==> src/rtl/fetch_trap_unit.sv <==
module fetch_trap_unit #(
  parameter int N_ENTRIES = 30,
  parameter int ADDR_W    = 32,
  parameter int OFS_W     = 8,
  parameter logic [7:0] CLR_OFS = 8'hA8
) (
  input  logic              clk,
  input  logic              rst_n,
  input  logic              reg_wr,
  input  logic [OFS_W-1:0]  reg_addr,
  input  logic [31:0]       reg_wdata,
  output logic [31:0]       reg_rdata,
  input  logic              fetch_valid,
  input  logic [ADDR_W-1:0] fetch_addr,
  output logic              fetch_fault
);
  localparam int IDX_W  = $clog2(N_ENTRIES);
  localparam int WORD_W = OFS_W - 2;
  localparam logic [OFS_W-1:0] EN_OFS  = OFS_W'(4 * N_ENTRIES);
  localparam logic [OFS_W-1:0] STS_OFS = OFS_W'(4 * N_ENTRIES + 4);
  localparam logic [OFS_W-1:0] ALIAS_OFS = OFS_W'(CLR_OFS);

  logic [ADDR_W-1:0]    trap_addr [N_ENTRIES];
  logic [N_ENTRIES-1:0] trap_en;
  logic                 status_flag;
  logic [IDX_W-1:0]     status_idx;

  logic [WORD_W-1:0] word;
  logic              entry_sel;
  logic              hit_any;
  logic [IDX_W-1:0]  hit_idx;
  logic              clr_req;
  logic              capture;

  assign word      = reg_addr[OFS_W-1:2];
  assign entry_sel = (reg_addr[1:0] == 2'b00) && (int'(word) < N_ENTRIES);
  assign clr_req   = reg_wr && (((reg_addr == STS_OFS) && !reg_wdata[0]) ||
                                ((reg_addr == ALIAS_OFS) && reg_wdata[0]));
  assign capture   = fetch_valid && hit_any && (!status_flag || clr_req);

  always_comb begin
    hit_any = 1'b0;
    hit_idx = '0;
    for (int i = N_ENTRIES - 1; i >= 0; i--) begin
      if (trap_en[i] && (trap_addr[i] == fetch_addr)) begin
        hit_any = 1'b1;
        hit_idx = IDX_W'(i);
      end
    end
  end

  always_comb begin
    reg_rdata = '0;
    if (entry_sel)
      reg_rdata = 32'(trap_addr[word]);
    else if (reg_addr == EN_OFS)
      reg_rdata[N_ENTRIES-1:0] = trap_en;
    else if (reg_addr == STS_OFS)
      reg_rdata[IDX_W:0] = {status_idx, status_flag};
  end

  always_ff @(posedge clk or negedge rst_n) begin
    if (!rst_n) begin
      for (int i = 0; i < N_ENTRIES; i++) trap_addr[i] <= '0;
      trap_en     <= '0;
      status_flag <= 1'b0;
      status_idx  <= '0;
      fetch_fault <= 1'b0;
    end else begin
      if (reg_wr && entry_sel) trap_addr[word] <= reg_wdata[ADDR_W-1:0];
      if (reg_wr && (reg_addr == EN_OFS)) trap_en <= reg_wdata[N_ENTRIES-1:0];
      fetch_fault <= fetch_valid && hit_any;
      if (capture) begin
        status_flag <= 1'b1;
        status_idx  <= hit_idx;
      end else if (clr_req) begin
        status_flag <= 1'b0;
        status_idx  <= '0;
      end
    end
  end
endmodule

==> config.mk <==
export PLATFORM = sky130hd
export DESIGN_NAME = fetch_trap_unit
export DESIGN_NICKNAME = d
export VERILOG_FILES = /design/src/rtl/fetch_trap_unit.sv
export SDC_FILE = /design/constraint.sdc
export NUM_CORES = 2
export LEC_CHECK = 0
export BUFFER_PORTS_ARGS = -buffer_cell sky130_fd_sc_hd__buf_2
export CAP_MARGIN = 30
export CELL_PAD_IN_SITES_DETAIL_PLACEMENT = 1
export CELL_PAD_IN_SITES_GLOBAL_PLACEMENT = 1
export CORE_MARGIN = 2
export CORE_UTILIZATION = 31
export CTS_CLUSTER_DIAMETER = 100
export CTS_CLUSTER_SIZE = 10
export DETAILED_ROUTE_END_ITERATION = 7
export PLACE_DENSITY = 0.59
export SLEW_MARGIN = 10
export SYNTH_ARGS = -nofsm -noshare
export SYNTH_HDL_FRONTEND = slang
export SYNTH_SLANG_ARGS = --single-unit
==> constraint.sdc <==
create_clock -name clk -period 4.4 [get_ports clk]
set_input_delay 0.22 -clock clk [delete_from_list [all_inputs] [get_ports clk]]
set_output_delay 0.22 -clock clk [all_outputs]
set_load 0.005 [all_outputs]
==> metrics.yaml <==
pwr-share-comb: 0.152
ir_drop_uv: 285
avgSynthCellArea_um2: 13.0
clkSlewWorstSetupHoldPaths_ns: 0.06
ctsResizeCount: 0
postCtsSetupRepairBufs: 0
dr.pass1.iters: 5
initial_utilization: 0.311
regArea_mm2: 0.0249
grt-ovfl-total: 0
postCtsHoldBufs: 3
root_buffer: "clkbuf_16"
dieArea_mm2: 0.187
nFillCells: 19200
status: "finished clean"
yosys.area.top_type: "dfrtp_1"
p_leak_nw: 28.2
clock_path_buffers: 3
path_cells: "xnor2_1 -> nand4_1 -> nor4_1 -> nand4_1 -> or4_4 -> nand3_1 -> a21oi_1 -> o31ai_1 -> buf_4 -> a31oi_1 -> o21ai_1 -> mux2_2"
fin_nets: 4538
hold_viol_final: 0
yosysWarnings: 0
synth_fp_nets: 4451
clkPwrFrac: 0.387
cts_tree: "done"
ys.flop_type: "dfrtp_1"
num_rows: 157
drtIter0Drc: 4323
setup_viol: 0
critPathRequiredTime_ns: 5.09
synthCells: 4375
syn2layout_area_growth_pct: 12.9
final_antenna_net_count: 0
die_h_um: 432
holdWs_ns: 0.0385
crit_buf_inv: 1
htreeDepth: 3
synth_edf_count: 0
gp_congestion: 0.967
clock_latency_ns: 0.75
via_per_inst: 5.80
portBuffers: 108
skew_ns: 0.0399
wl_per_cell_um: 37.5
antenna_found_initial: 31
die_w_um: 432
setup_tns_ns: 0
netSwitchingPower_mw: 6.38
post-route-util: 0.351
cts_sinks: 997
endpoint_kind: "flop"
maxCapViolCount: 0
finalCritPeriodShare: 0.899
cp.arrival_ns: 4.65
cpPeakStageDelay_ns: 0.63
sequentialPowerShare: 0.461
rsz0062_at_grt: "false"
grt_max_degree: 135
worst_hold_path_type: "primary input to async pin"
ys_ff_latch: 997
crit_fanout: 3
pre_cts_ws_ns: 0.0610
synth.area.top_cells: "dfrtp_1 (44%), mux2_2 (20%), mux4_2 (9.8%)"
ios: 109
drc: 0
power_density_mw_per_mm2: 337
grt_pass1_wl_mm: 354
critPathKind: "flop to flop"
period_needed_ns: 3.96
final_common_cell: "dfrtp_1"
synth_top_area_share: 0.439
wl_mm: 257
worstSetupStartpointType: "flop"
hpwlAfterDp_mm: 189
worst_slack_ns: 0.445
slew_headroom: 0.242
finalMaxSlewViolations: 0
syn_area_mm2: 0.0568
tightest_slew_ns: 1.14
drive_above_1_share: 0.392
slowest_stage: "or4_4"
final_cell_mix: "dfrtp_1 (997), mux2_2 (992), xnor2_1 (627), xor2_1 (328), mux4_2 (248)"
netSwitchingFraction: 0.295
yosysSeqAreaShare: 0.439
cpMostUsedCell: "nand4_1"
grt_usage: 0.273
async_flop_share: 1.00
max_freq_mhz: 253
multi_input_area_mm2: 0.0301
path_delay_family: "simple AND/OR/NAND/NOR gates"
p_int_mw: 15.2
num_vias: 39800
grt_pass1_vias: 40800
numCtsBuffers: 110
yosysUniqueCellTypes: 58
core_mm2: 0.183
==> final cells by class <==
type	count	area share
inverters	14	0.000819
clock inverters	5	0.000956
flip-flops and latches	997	0.389
diodes	7	0.000273
well taps	2385	0.0465
multi-input cells	2982	0.470
repair buffers	357	0.0490
clock buffers	112	0.0437
==> path summary, 6_finish.rpt <==
check / start / to / slack, ns / cells past startpoint
worst min register to register: trap_en[27] / trap_en[27] / 0.54 / 1
min in group clk: reg_wdata[3] / trap_addr[867] / 0.04 / 2
worst min-delay path: rst_n / trap_addr[305] / 0.04 / 2
max in group asynchronous: rst_n / trap_addr[686] / 2.87 / 4
worst max-delay path: trap_addr[320] / status_idx[0] / 0.44 / 12
worst max register to register: trap_addr[320] / status_idx[0] / 0.44 / 12
==> worst reg2reg max path, delay by kind of cell (launching register included) <==
family	cells	cell delay [ns]
AND/OR/NAND/NOR	5	1.64
AO/OA/AOI/OAI	4	1.00
XOR/XNOR	1	0.46
flip-flops	1	0.42
buffers and inverters	1	0.20
multiplexers	1	0.18
==> metal layers <==
metal  global-route usage  up-vias  routed length (um)
met5                    0        -                 150
met4                0.155       22               16500
met3               0.0362      453               15700
met2                0.435     1622              120000
met1                0.358    21800              105000
li1                     -    15900                   -
==> synthesized netlist by cell type, types with 56 or more instances <==
| library cell | n |
|---|---|
| buf_2 | 85 |
| clkbuf_1 | 187 |
| dfrtp_1 | 997 |
| mux2_2 | 992 |
| mux2i_1 | 76 |
| mux4_2 | 248 |
| nand2_1 | 81 |
| nand4_1 | 154 |
| nor2_1 | 56 |
| nor4_1 | 99 |
| xnor2_1 | 627 |
| xor2_1 | 328 |
==> cell families (layout without fill, tap and decap cells) <==
kind of cell,after synthesis,after routing,synth area share
muxes,1322,1322,0.309
DFF,997,997,0.439
xor gates and xnor gates,955,955,0.147
and+or+nand+nor,547,547,0.0535
buffers and inverters,396,488,0.0336
AOI/OAI and AO/OA,158,158,0.0172
other,0,7,0
==> registers in the layout, summed over array words and instances (netlist names) <==
register / flops
status_flag: 1
trap_addr: 960
trap_en: 30
fetch_fault: 1
status_idx: 5
==> through the flow <==
stage	power (mW)	instance area (um2)	cells
after floorplan	11.7	56800	4375
after global placement	13.3	60900	6716
after detailed placement	13.3	61200	6729
after CTS	21.7	64100	6849
after global routing	22.2	64100	6852
final	21.6	64100	6859
==> power by group through the flow <==
stage	sequential, mW	clock (mW)	combinational [mW]
2_1_floorplan	9.97	0	1.76
3_3_place_gp	10.1	0	3.19
3_5_place_dp	10.1	0	3.23
4_1_cts	9.96	8.50	3.25
5_1_grt	10.0	8.79	3.39
6_report	9.98	8.36	3.29
No activity file was read; power rests on OpenSTA's default activity.
